**src/rtl/pwm_lvl_pkg.sv**
```systemverilog
package pwm_lvl_pkg;
    localparam int NPH    = 2;
    localparam int PH_FWD = 0;
    localparam int PH_REV = 1;
    localparam int XM_W   = 2;
    localparam int CTL_W  = XM_W + 1;
    localparam int WR_W   = (CTL_W > NPH) ? CTL_W : NPH;

    typedef enum logic [1:0] {
        WR_NONE = 2'd0,
        WR_LIVE = 2'd1,
        WR_BUF  = 2'd2,
        WR_CTL  = 2'd3
    } wr_sel_e;

    typedef enum logic [XM_W-1:0] {
        XF_OFF    = 2'd0,
        XF_PEAK   = 2'd1,
        XF_VALLEY = 2'd2,
        XF_BOTH   = 2'd3
    } xfer_e;

    typedef enum logic [1:0] {
        ST_IDLE = 2'd0,
        ST_DEAD = 2'd1,
        ST_LIVE = 2'd2
    } run_st_e;
endpackage

```
**src/rtl/pwm_lvl_regs.sv**
```systemverilog
module pwm_lvl_regs
    import pwm_lvl_pkg::*;
(
    input  logic            clk,
    input  logic            rst_n,
    input  wr_sel_e         wr_sel,
    input  logic [WR_W-1:0] wr_data,
    input  logic            mode_rsync,
    input  logic            ev_crest,
    input  logic            ev_trough,
    input  logic            ev_clear,
    output logic [NPH-1:0]  lvl_q,
    output logic [NPH-1:0]  lvl_nxt,
    output logic [NPH-1:0]  buf_q,
    output logic            en_q,
    output logic            en_nxt,
    output xfer_e           xmode_q,
    output logic            cfg_err
);
    logic  xfer_hit;
    logic  bad_cfg;
    xfer_e xmode_nxt;

    // Transfer point decode, depends on PWM mode
    always_comb begin
        xfer_hit = 1'b0;
        unique case (xmode_q)
            XF_OFF:    xfer_hit = 1'b0;
            XF_PEAK:   xfer_hit = mode_rsync ? ev_clear : ev_crest;
            XF_VALLEY: xfer_hit = !mode_rsync && ev_trough;
            XF_BOTH:   xfer_hit = !mode_rsync && (ev_crest || ev_trough);
            default:   xfer_hit = 1'b0;
        endcase
    end

    assign bad_cfg = mode_rsync && ((xmode_q == XF_VALLEY) || (xmode_q == XF_BOTH));

    // Transfer wins over a CPU write to the live register
    always_comb begin
        lvl_nxt = lvl_q;
        if (xfer_hit)
            lvl_nxt = buf_q;
        else if (wr_sel == WR_LIVE)
            lvl_nxt = wr_data[NPH-1:0];
    end

    always_comb begin
        en_nxt    = en_q;
        xmode_nxt = xmode_q;
        if (wr_sel == WR_CTL) begin
            en_nxt    = wr_data[0];
            xmode_nxt = xfer_e'(wr_data[XM_W:1]);
        end
    end

    always_ff @(posedge clk or negedge rst_n) begin
        if (!rst_n) begin
            lvl_q   <= '0;
            buf_q   <= '0;
            en_q    <= 1'b0;
            xmode_q <= XF_OFF;
            cfg_err <= 1'b0;
        end else begin
            lvl_q   <= lvl_nxt;
            en_q    <= en_nxt;
            xmode_q <= xmode_nxt;
            if (wr_sel == WR_BUF)
                buf_q <= wr_data[NPH-1:0];
            if (wr_sel != WR_NONE)
                cfg_err <= 1'b0;
            else if (bad_cfg)
                cfg_err <= 1'b1;
        end
    end
endmodule

```
**src/rtl/pwm_lvl_fsm.sv**
```systemverilog
module pwm_lvl_fsm
    import pwm_lvl_pkg::*;
(
    input  logic    clk,
    input  logic    rst_n,
    input  logic    cnt_run,
    input  logic    dt_done,
    input  logic    dt_zero,
    output run_st_e st_q,
    output run_st_e st_nxt,
    output logic    enter_live
);
    // State register
    always_ff @(posedge clk or negedge rst_n) begin
        if (!rst_n)
            st_q <= ST_IDLE;
        else
            st_q <= st_nxt;
    end

    // Next state
    always_comb begin
        st_nxt = st_q;
        unique case (st_q)
            ST_IDLE: if (cnt_run) st_nxt = dt_zero ? ST_LIVE : ST_DEAD;
            ST_DEAD: begin
                if (!cnt_run)
                    st_nxt = ST_IDLE;
                else if (dt_done || dt_zero)
                    st_nxt = ST_LIVE;
            end
            ST_LIVE: if (!cnt_run) st_nxt = ST_IDLE;
            default: st_nxt = ST_IDLE;
        endcase
    end

    // Outputs
    always_comb begin
        enter_live = (st_nxt == ST_LIVE) && (st_q != ST_LIVE);
    end
endmodule

```
**src/rtl/pwm_lvl_phase.sv**
```systemverilog
module pwm_lvl_phase
    import pwm_lvl_pkg::*;
#(
    parameter bit DELAYED = 1'b0
) (
    input  logic    clk,
    input  logic    rst_n,
    input  run_st_e st_nxt,
    input  logic    enter_live,
    input  logic    cm,
    input  logic    cnt_down,
    output logic    act_nxt
);
    logic act_q;

    // Logical active flag: 1 = active level, 0 = inactive (initial) level
    always_comb begin
        act_nxt = act_q;
        if (st_nxt == ST_IDLE)
            act_nxt = 1'b0;
        else if (DELAYED && (st_nxt == ST_DEAD))
            act_nxt = 1'b0;
        else if (DELAYED && enter_live)
            act_nxt = 1'b1;
        else if (cm)
            act_nxt = !cnt_down;
    end

    always_ff @(posedge clk or negedge rst_n) begin
        if (!rst_n)
            act_q <= 1'b0;
        else
            act_q <= act_nxt;
    end
endmodule

```
**src/rtl/pwm_level_ctl.sv**
```systemverilog
module pwm_level_ctl
    import pwm_lvl_pkg::*;
(
    input  logic            clk,
    input  logic            rst_n,
    input  logic [1:0]      wr_sel,
    input  logic [WR_W-1:0] wr_data,
    input  logic            mode_rsync,
    input  logic            cnt_run,
    input  logic            cnt_down,
    input  logic            ev_crest,
    input  logic            ev_trough,
    input  logic            ev_clear,
    input  logic            dt_done,
    input  logic            dt_zero,
    input  logic            cm_fwd,
    input  logic            cm_rev,
    input  logic            dflt_fwd,
    input  logic            dflt_rev,
    output logic            pin_fwd,
    output logic            pin_rev,
    output logic            cfg_err
);
    logic [NPH-1:0] lvl_q, lvl_nxt, buf_q;
    logic           en_q, en_nxt;
    xfer_e          xmode_q;
    run_st_e        st_q, st_nxt;
    logic           enter_live;
    logic [NPH-1:0] act_nxt;
    logic [NPH-1:0] cm_vec, dflt_vec;
    logic [NPH-1:0] pin_nxt, pin_q;

    assign cm_vec   = {cm_rev, cm_fwd};
    assign dflt_vec = {dflt_rev, dflt_fwd};

    pwm_lvl_regs u_regs (
        .clk        (clk),
        .rst_n      (rst_n),
        .wr_sel     (wr_sel_e'(wr_sel)),
        .wr_data    (wr_data),
        .mode_rsync (mode_rsync),
        .ev_crest   (ev_crest),
        .ev_trough  (ev_trough),
        .ev_clear   (ev_clear),
        .lvl_q      (lvl_q),
        .lvl_nxt    (lvl_nxt),
        .buf_q      (buf_q),
        .en_q       (en_q),
        .en_nxt     (en_nxt),
        .xmode_q    (xmode_q),
        .cfg_err    (cfg_err)
    );

    pwm_lvl_fsm u_fsm (
        .clk        (clk),
        .rst_n      (rst_n),
        .cnt_run    (cnt_run),
        .dt_done    (dt_done),
        .dt_zero    (dt_zero),
        .st_q       (st_q),
        .st_nxt     (st_nxt),
        .enter_live (enter_live)
    );

    for (genvar p = 0; p < NPH; p++) begin : g_phase
        pwm_lvl_phase #(
            .DELAYED (p == PH_REV)
        ) u_phase (
            .clk        (clk),
            .rst_n      (rst_n),
            .st_nxt     (st_nxt),
            .enter_live (enter_live),
            .cm         (cm_vec[p]),
            .cnt_down   (cnt_down),
            .act_nxt    (act_nxt[p])
        );
    end

    // Map activity and polarity onto pin levels; polarity 0 = active low
    always_comb begin
        for (int p = 0; p < NPH; p++) begin
            if (en_nxt)
                pin_nxt[p] = act_nxt[p] ? lvl_nxt[p] : ~lvl_nxt[p];
            else
                pin_nxt[p] = dflt_vec[p];
        end
        if (en_nxt && dt_zero)
            pin_nxt[PH_REV] = ~pin_nxt[PH_FWD];
    end

    always_ff @(posedge clk or negedge rst_n) begin
        if (!rst_n)
            pin_q <= '0;
        else
            pin_q <= pin_nxt;
    end

    assign pin_fwd = pin_q[PH_FWD];
    assign pin_rev = pin_q[PH_REV];
endmodule

```
**config.mk**
```make
export PLATFORM = sky130hd
export DESIGN_NAME = pwm_level_ctl
export DESIGN_NICKNAME = d
export VERILOG_FILES = /design/src/rtl/pwm_lvl_pkg.sv /design/src/rtl/pwm_lvl_regs.sv /design/src/rtl/pwm_lvl_fsm.sv /design/src/rtl/pwm_lvl_phase.sv /design/src/rtl/pwm_level_ctl.sv
export SDC_FILE = /design/constraint.sdc
export NUM_CORES = 1
export LEC_CHECK = 0
export BUFFER_PORTS_ARGS = -buffer_cell sky130_fd_sc_hd__buf_2
export CORE_UTILIZATION = 41
export CTS_BUF_LIST = sky130_fd_sc_hd__clkbuf_8
export CTS_CLUSTER_DIAMETER = 150
export DETAILED_ROUTE_END_ITERATION = 10
export HOLD_SLACK_MARGIN = 0.02
export PLACE_DENSITY = 0.67
export REMOVE_ABC_BUFFERS = 1
export SLEW_MARGIN = 5
export SYNTH_ARGS = -nofsm -noshare
export SYNTH_HDL_FRONTEND = slang
export SYNTH_SLANG_ARGS = --single-unit
```
**constraint.sdc**
```tcl
create_clock -name clk -period 4.4 [get_ports clk]
set_input_delay 0.88 -clock clk [delete_from_list [all_inputs] [get_ports clk]]
set_output_delay 0.88 -clock clk [all_outputs]
set_load 0.02 [all_outputs]
```
Word-level counts from Yosys, hierarchy flattened
Index checks and enable logic that the tools add are counted.
- mux-type cells: 24
- div/mod/pow operators: 0
- reductions and logical operators: 15
- $mul: 0
- equal/unequal tests: 11
- add/subtract/negate cells: 0
- order comparisons: 0
- bitwise operators: 3
- shift operators: 0
- operators by type and width (kind ; number):
    $mux 1 ; 15
    $mux 2 ; 7
    $eq 2x2->1 const B ; 6
    $eq 2x1->1 const B ; 4
    $logic_not 2->1 ; 3
    $pmux 2 s3 ; 1
    $logic_and 1x1->1 ; 5
    $pmux 1 s4 ; 1
    $reduce_bool 2->1 ; 2
    $logic_or 1x1->1 ; 3
    $not 1->1 ; 3
    $logic_not 1->1 ; 2
    $ne 2x2->1 const B ; 1
- memories kept: 0
- word-level logic and storage cells: 62
- output and inout port bits: 3
- latch bits: 0
- ROM bits: 0
- register bits after elaboration: 14
- memory bits (writable): 0

Longest topological paths before layout
Gate-level depths: netlist of the first run.
- word-level depth: 12
- mapped depth: 6
- gate-level depth less buffers: 6

Cells and area by module
A second synthesis of the first run with hierarchy kept.
- cell total of the unflattened synthesis: 52
- area total of the unflattened synthesis: 644.4 um^2
- by module, submodules not included (module ; area each (um^2) ; times used ; sequential area each (um^2) ; cells an instance):
    pwm_lvl_regs ; 355.3 ; 1 ; 200.2 ; 26
    pwm_level_ctl ; 100.1 ; 1 ; 50.0 ; 9
    pwm_lvl_fsm ; 97.6 ; 1 ; 50.0 ; 9
    pwm_lvl_phase (g_phase[1].u_phase) ; 46.3 ; 1 ; 25.0 ; 4
    pwm_lvl_phase (g_phase[0].u_phase) ; 45.0 ; 1 ; 25.0 ; 4

Worst setup path after synthesis of the first run
OpenSTA, ideal clock, no wires.
- kind: input -> register
- start: in wr_sel[0]
- end: reg pin_q[1]
- arrival: 1976 ps
- slack: 2324 ps
- data required time: 4299 ps
- library setup time: 101 ps
- cell stages on the path: 5
- path through: nor2b_4 > mux2_1 > mux2i_2 > mux2_2 > o311ai_2
- longest elaborated chain between the ends: 8
- elaborated cells on any way between the ends: 14
- classes of those cells: 2 x eq/ne; 8 x mux; 3 x bitwise; 1 x reduce/logical
- RTL lines (item ; RTL line ; RTL):
    from (decl) ; pwm_level_ctl.sv:6 ; input logic [1:0] wr_sel,
    $eq 2x1->1 ; pwm_lvl_regs.sv:43 ; else if (wr_sel == WR_LIVE)
    $mux 2 ; pwm_lvl_regs.sv:43 ;
    $mux 2 ; pwm_lvl_regs.sv:41 ; if (xfer_hit)
    $not 1->1 ; pwm_level_ctl.sv:83 ; pin_nxt[p] = act_nxt[p] ? lvl_nxt[p] : ~lvl_nxt[p];
    $mux 1 ; pwm_level_ctl.sv:83 ;
    $mux 1 ; pwm_level_ctl.sv:82 ; if (en_nxt)
    $not 1->1 ; pwm_level_ctl.sv:88 ; pin_nxt[PH_REV] = ~pin_nxt[PH_FWD];
    $mux 1 (*) ; pwm_level_ctl.sv:87 ; if (en_nxt && dt_zero)
    via pin_nxt[1] ; pwm_level_ctl.sv:31 ; logic [NPH-1:0] pin_nxt, pin_q;
    to (signal assigned) ; pwm_level_ctl.sv:95 ; pin_q <= pin_nxt;
    to (decl) ; pwm_level_ctl.sv:31 ;
Mark *: on every way through the listed nets, which the timed path passes. The rest lies on a longest branch.
A chain may end at the register's enable or synchronous reset.

Worst setup path in the final report of the first run
Ends and elaborated chain as after synthesis.

==> results of run 1 <==
[cell usage in the layout, fill, tap and decap left out]
| master | netlist | routed |
|---|---|---|
| a21oi_1 | 3 | 3 |
| o211ai_1 | 1 | 1 |
| nor3_1 | 1 | 1 |
| or2b_1 | 1 | 1 |
| buf_2 | 0 | 21 |
| nor2b_1 | 1 | 1 |
| xnor2_1 | 1 | 1 |
| mux2_2 | 5 | 5 |
| mux2i_1 | 1 | 1 |
| or3b_1 | 1 | 1 |
| and3_1 | 1 | 1 |
| o21ai_1 | 1 | 1 |
| nand2_1 | 6 | 6 |
| o21a_1 | 1 | 1 |
| o2111ai_1 | 1 | 1 |
| o311ai_2 | 1 | 1 |
| nand3_1 | 1 | 1 |
| nand4b_1 | 1 | 1 |
| clkbuf_8 | 0 | 4 |
| nor2b_4 | 1 | 1 |
| mux2_1 | 1 | 1 |
| a31oi_1 | 1 | 1 |
| nand3b_1 | 1 | 1 |
| mux2_4 | 2 | 2 |
| mux2i_2 | 1 | 1 |
| inv_1 | 4 | 4 |
| dfrtp_1 | 14 | 14 |
| nor2_1 | 2 | 2 |
| o221a_2 | 1 | 1 |
| xor2_1 | 1 | 1 |
[critical path, stage by stage]
cell and delay (ns):
buf_2 0.11, nor2b_4 0.16, mux2_1 0.34, mux2i_2 0.24
mux2_2 0.37, o311ai_2 0.06
[where the power goes]
group | internal, mW | leakage [nW] | total, mW | switching [mW]
clock | 0.0790 | 0.0288 | 0.121 | 0.0420
combinational | 0.0424 | 0.225 | 0.0832 | 0.0408
sequential | 0.149 | 0.172 | 0.157 | 0.00832
[registers in the layout (all words and copies together), names as in the netlist]
signal                 flops
g_phase.u_phase.act_q      2
pin_q                      2
u_fsm.st_q                 2
u_regs.buf_q               2
u_regs.cfg_err             1
u_regs.en_q                1
u_regs.lvl_q               2
u_regs.xmode_q             2
[cell usage after synthesis (all sizes together)]
cell type / n
or2b: 1
mux2: 8
nand3b: 1
o21ai: 1
mux2i: 2
nor2b: 2
a21oi: 3
xor2: 1
nand4b: 1
or3b: 1
o2111ai: 1
nand2: 6
dfrtp: 14
xnor2: 1
o221a: 1
a31oi: 1
and3: 1
nor3: 1
o211ai: 1
o21a: 1
inv: 4
o311ai: 1
nand3: 1
nor2: 2
[per-stage QoR]
stage / utilization [%] / instances
final: 56.5 / 98
after global placement: 52.9 / 94
after CTS: 56.5 / 98
after global routing: 56.5 / 98
after detailed placement: 52.9 / 94
after floorplan: - / 57
[final cells by class]
| type | instances | area (um2) |
|---|---|---|
| Fill cell | 144 | 663 |
| Sequential cell | 14 | 350 |
| Multi-Input combinational cell | 39 | 315 |
| Timing Repair Buffer | 21 | 105 |
| Clock buffer | 4 | 55.1 |
| Tap cell | 16 | 20.0 |
| Inverter | 4 | 15.0 |
[final timing paths]
check / start / end / slack, ns
worst max register to register: u_regs.xmode_q[1] / pin_q[1] / 2.75
max in group asynchronous: rst_n / g_phase[1].u_phase.act_q / 3.64
worst min register to register: u_regs.buf_q[1] / u_regs.buf_q[1] / 0.51
worst min-delay path: u_regs.buf_q[1] / u_regs.buf_q[1] / 0.51
worst max-delay path: wr_sel[0] / pin_q[1] / 2.39
min in group asynchronous: rst_n / g_phase[0].u_phase.act_q / 0.52
[cell families after synthesis]
group,count (synthesis),share of synthesized area [%]
muxes,10,17.8
DFF,14,51.5
buffers and inverters,4,2.21
xor gates and xnor gates,2,2.57
and+or+nand+nor,17,14.5
AOI/OAI and AO/OA,10,11.4
[layer usage]
| layer | GRT usage, % | vias up | share of wire [%] |
|---|---|---|---|
| met5 | 0 | - | 0 |
| met2 | 24.2 | 17 | 46 |
| li1 | - | 253 | - |
| met4 | 9.38 | 0 | 0.93 |
| met3 | 2.55 | 2 | 5.6 |
| met1 | 19.9 | 234 | 47 |
==> flow_summary.json, run 1 <==
{
  "worstMarginPinSlew_ns": 0.482,
  "place.gp.congestion": 0.739,
  "seq_area_frac_synth_pct": 51.5,
  "ir_drop_mv": 0.261,
  "yosys.area.top_type": "dfrtp_1",
  "overflow": 0,
  "totalPowerFinal_mw": 0.362,
  "outcome": "completed",
  "clk_pin_slew_ns": 0.06,
  "wl_um": 1190,
  "rsz0062_at_grt": "no",
  "grt_pass1_wl_um": 2090,
  "cts.repair.resized": 0,
  "fin_area_um2": 861,
  "antenna_found_initial": 0,
  "hold_slack_ns": 0.514,
  "area_delta_synth_final_pct": 26.5,
  "fin_nets": 102,
  "synth_cell_types": 28,
  "worstPathArrival_ns": 2.16,
  "yosysWarnings": 0,
  "post_cts_buffers": 0,
  "fin_tns_setup_ns": 0,
  "wl_per_cell_um": 12.1,
  "cts_buffers": 3,
  "drt-initial-drc-count": 2,
  "slew_headroom_pct": 66.9,
  "antenna_left": 0,
  "pin_count": 22,
  "first_pass_iters": 4,
  "h-tree-depth": 1,
  "syn_inst": 57,
  "end_kind": "flip-flop",
  "finalHoldViolations": 0,
  "die_y_um": 42.7,
  "die_x_um": 42.7,
  "cts.path.max_buffers": 2,
  "synth_top_area_share_pct": 51.5,
  "core-area_um2": 1520,
  "cts.sinks": 14,
  "min_path_cells": 1,
  "grt_use_total_pct": 15.5,
  "p_per_area_nw_per_um2": 420,
  "synth.avg_cell_area_um2": 11.9,
  "cts-root-buf": "clkbuf_8",
  "placed_area_um2": 806,
  "crit_required_ns": 4.55,
  "fmax_mhz": 497,
  "die_area_um2": 1830,
  "drc_errors": 0,
  "start_util_pct": 44.7,
  "grt_pass1_vias": 510,
  "finalSetupViolations": 0,
  "maxCapViolCount": 0,
  "num_antenna_cells": 0,
  "period_needed_ns": 2.01,
  "preCtsSetupSlack_ns": 2.14,
  "reg2regPathDepth": 5,
  "leakagePower_nw": 0.425,
  "skew_ns": 0.00416,
  "drv_slew": 0,
  "grt_max_degree": 15,
  "crit_fanout": 4,
  "crit_type": "in -> reg",
  "numPortBuffers": 21,
  "fp-row-count": 14,
  "vias": 506,
  "hold_class": "reg -> reg",
  "place_hpwl_um": 939,
  "synthesis.area_um2": 681,
  "synth_seq_cells": 14,
  "insertion_delay_ns": 0.24,
  "ctsHoldBuffers": 0,
  "viasPerCell": 5.16,
  "drive_above_1_share_pct": 43.9,
  "cts_tree": "yes",
  "synth_area_leaders": "dfrtp_1 (51%), mux2_2 (8.3%), mux2_4 (4.4%)",
  "period_share_pct": 45.7,
  "startpoint_type": "input port",
  "fin_ws_ns": 2.39
}
Power figures use the tool's default switching activity.
==> run 2, diff against run 1 <==
--- a/config.mk
+++ b/config.mk
@@ -11,7 +11,7 @@
 export CTS_CLUSTER_DIAMETER = 150
 export DETAILED_ROUTE_END_ITERATION = 10
 export HOLD_SLACK_MARGIN = 0.02
-export PLACE_DENSITY = 0.67
+export PLACE_DENSITY = 0.69
 export REMOVE_ABC_BUFFERS = 1
 export SLEW_MARGIN = 5
 export SYNTH_ARGS = -nofsm -noshare
==> constraint.sdc (replaced) <==
create_clock -name clk -period 1.7 [get_ports clk]
set_input_delay 0.34 -clock clk [delete_from_list [all_inputs] [get_ports clk]]
set_output_delay 0.34 -clock clk [all_outputs]
set_load 0.02 [all_outputs]
==> run 2 against run 1 <==
  * First-iteration DRC count rose to 4.0 times the previous value
  * Sequential share of layout area fell by 1.2 points
  * Critical path depth fell by 1
  * Register-to-register slack got worse by 2.6 ns
  * Worst setup slack got worse by 2.3 ns
  * Via count rose by 2.0%
  * Clock skew fell by 0.0016 ns
  * Worst hold slack got worse by 0.21 ns
  * Cell count rose by 4.1%
  * Sequential cell count did not move
  * Highest routed layer is now met3
==> flow_summary.json, run 2 (same netlist as run 1, synthesis figures left out) <==
{
  "pin_count": 22,
  "drc_errors": 0,
  "cts-root-buf": "clkbuf_8",
  "startpoint_type": "flip-flop",
  "start_util_pct": 44.7,
  "grt_max_degree": 15,
  "die_y_um": 42.7,
  "internal_power_mw": 0.672,
  "ctsHoldBuffers": 1,
  "wl_per_cell_um": 11.9,
  "combPwrFrac_pct": 26.2,
  "num_antenna_cells": 0,
  "antenna_found_initial": 0,
  "regArea_um2": 350,
  "layout_commonest_cell": "buf_2",
  "antenna_left": 0,
  "crit_fanout": 4,
  "cts.path.max_buffers": 2,
  "p_clk_share_pct": 29.0,
  "cts.repair.resized": 0,
  "die_x_um": 42.7,
  "final_cell_mix": "buf_2 (21), dfrtp_1 (14), nand2_1 (6)",
  "fin_nets": 107,
  "place.gp.congestion": 0.671,
  "leakagePower_nw": 0.441,
  "area_delta_synth_final_pct": 30.3,
  "viasPerCell": 5.06,
  "fin_tns_setup_ns": 0,
  "slew_headroom_pct": 77.2,
  "p_per_area_nw_per_um2": 1030,
  "reg2regPathDepth": 5,
  "worstPathArrival_ns": 1.73,
  "fmax_mhz": 630,
  "vias": 516,
  "fin_area_um2": 887,
  "rsz0062_at_grt": "no",
  "drive_above_1_share_pct": 45.3,
  "worstMarginPinSlew_ns": 0.332,
  "grt_pass1_vias": 550,
  "overflow": 0,
  "totalPowerFinal_mw": 0.911,
  "outcome": "completed",
  "clk_pin_slew_ns": 0.06,
  "multi_input_area_um2": 315,
  "drt-initial-drc-count": 8,
  "seqPwrFrac_pct": 44.8,
  "cts_tree": "yes",
  "cts_buffers": 3,
  "ir_drop_mv": 0.617,
  "fill_cells": 138,
  "hold_class": "in -> reg",
  "drv_slew": 0,
  "period_share_pct": 93.4,
  "die_area_um2": 1830,
  "min_path_cells": 3,
  "h-tree-depth": 1,
  "period_needed_ns": 1.59,
  "wl_um": 1220,
  "post_cts_buffers": 0,
  "placed_area_um2": 836,
  "finalSetupViolations": 0,
  "numPortBuffers": 21,
  "end_kind": "flip-flop",
  "crit_type": "reg -> reg",
  "core-area_um2": 1520,
  "grt_pass1_wl_um": 2210,
  "finalHoldViolations": 0,
  "swShare_pct": 26.2,
  "crit_required_ns": 1.84,
  "cts.sinks": 14,
  "insertion_delay_ns": 0.24,
  "grt_use_total_pct": 16.6,
  "first_pass_iters": 4,
  "maxCapViolCount": 0,
  "fp-row-count": 14,
  "p_sw_mw": 0.239,
  "place_hpwl_um": 952,
  "skew_ns": 0.00258
}
-- run 2: power groups by stage --
stage                     registers [mW]  clock network, mW  logic [mW]
final                              0.408              0.264       0.239
after global routing               0.414              0.286       0.265
after CTS                          0.408              0.273       0.242
after detailed placement           0.414                  0       0.239
after global placement             0.415                  0       0.234
after floorplan                    0.426                  0       0.135
-- run 2: critical path, stage by stage (launching register included) --
cell	delay, ns
dfrtp_1	0.40
nand4b_1	0.17
o211ai_1	0.19
mux2_4	0.35
xor2_1	0.17
o311ai_2	0.21
-- run 2: worst paths after layout --
| kind | slack, ns | start | to |
|---|---|---|---|
| setup / recovery | 0.11 | u_regs.xmode_q[1] | pin_q[1] |
| hold / removal | 0.30 | dflt_fwd | pin_q[0] |
| setup reg to reg | 0.11 | u_regs.xmode_q[1] | pin_q[1] |
| hold reg to reg | 0.51 | u_regs.buf_q[1] | u_regs.buf_q[1] |
| max in group asynchronous | 0.95 | rst_n | u_regs.buf_q[1] |
| min in group asynchronous | 0.52 | rst_n | u_regs.cfg_err |
-- run 2: metrics by stage --
step | hold slack, ns | util, % | std cells | worst slack (ns)
after floorplan | 0.0444 | - | 57 | 0.164
after CTS | 0.292 | 58.2 | 102 | 0.0952
final | 0.300 | 58.2 | 102 | 0.112
after global routing | 0.316 | 58.2 | 102 | 0.00312
after detailed placement | 0.251 | 54.8 | 98 | 0.0118
after global placement | 0.254 | 54.8 | 98 | 0.0342
-- run 2: cell type report --
type / instances / share of cell area (%)
Multi-Input combinational cell: 39 / 35.5
Sequential cell: 14 / 39.5
Tap cell: 16 / 2.26
Timing Repair Buffer: 26 / 16.4
Clock buffer: 3 / 4.65
Inverter: 4 / 1.69
-- run 2: routing by layer --
| layer | part of all wire (%) | vias up | track usage (%) |
|---|---|---|---|
| met1 | 45 | 238 | 19.7 |
| met5 | 0 | - | 0 |
| met3 | 5.5 | 0 | 5.53 |
| li1 | - | 260 | - |
| met2 | 49 | 18 | 27.9 |
| met4 | 0 | 0 | 5.63 |
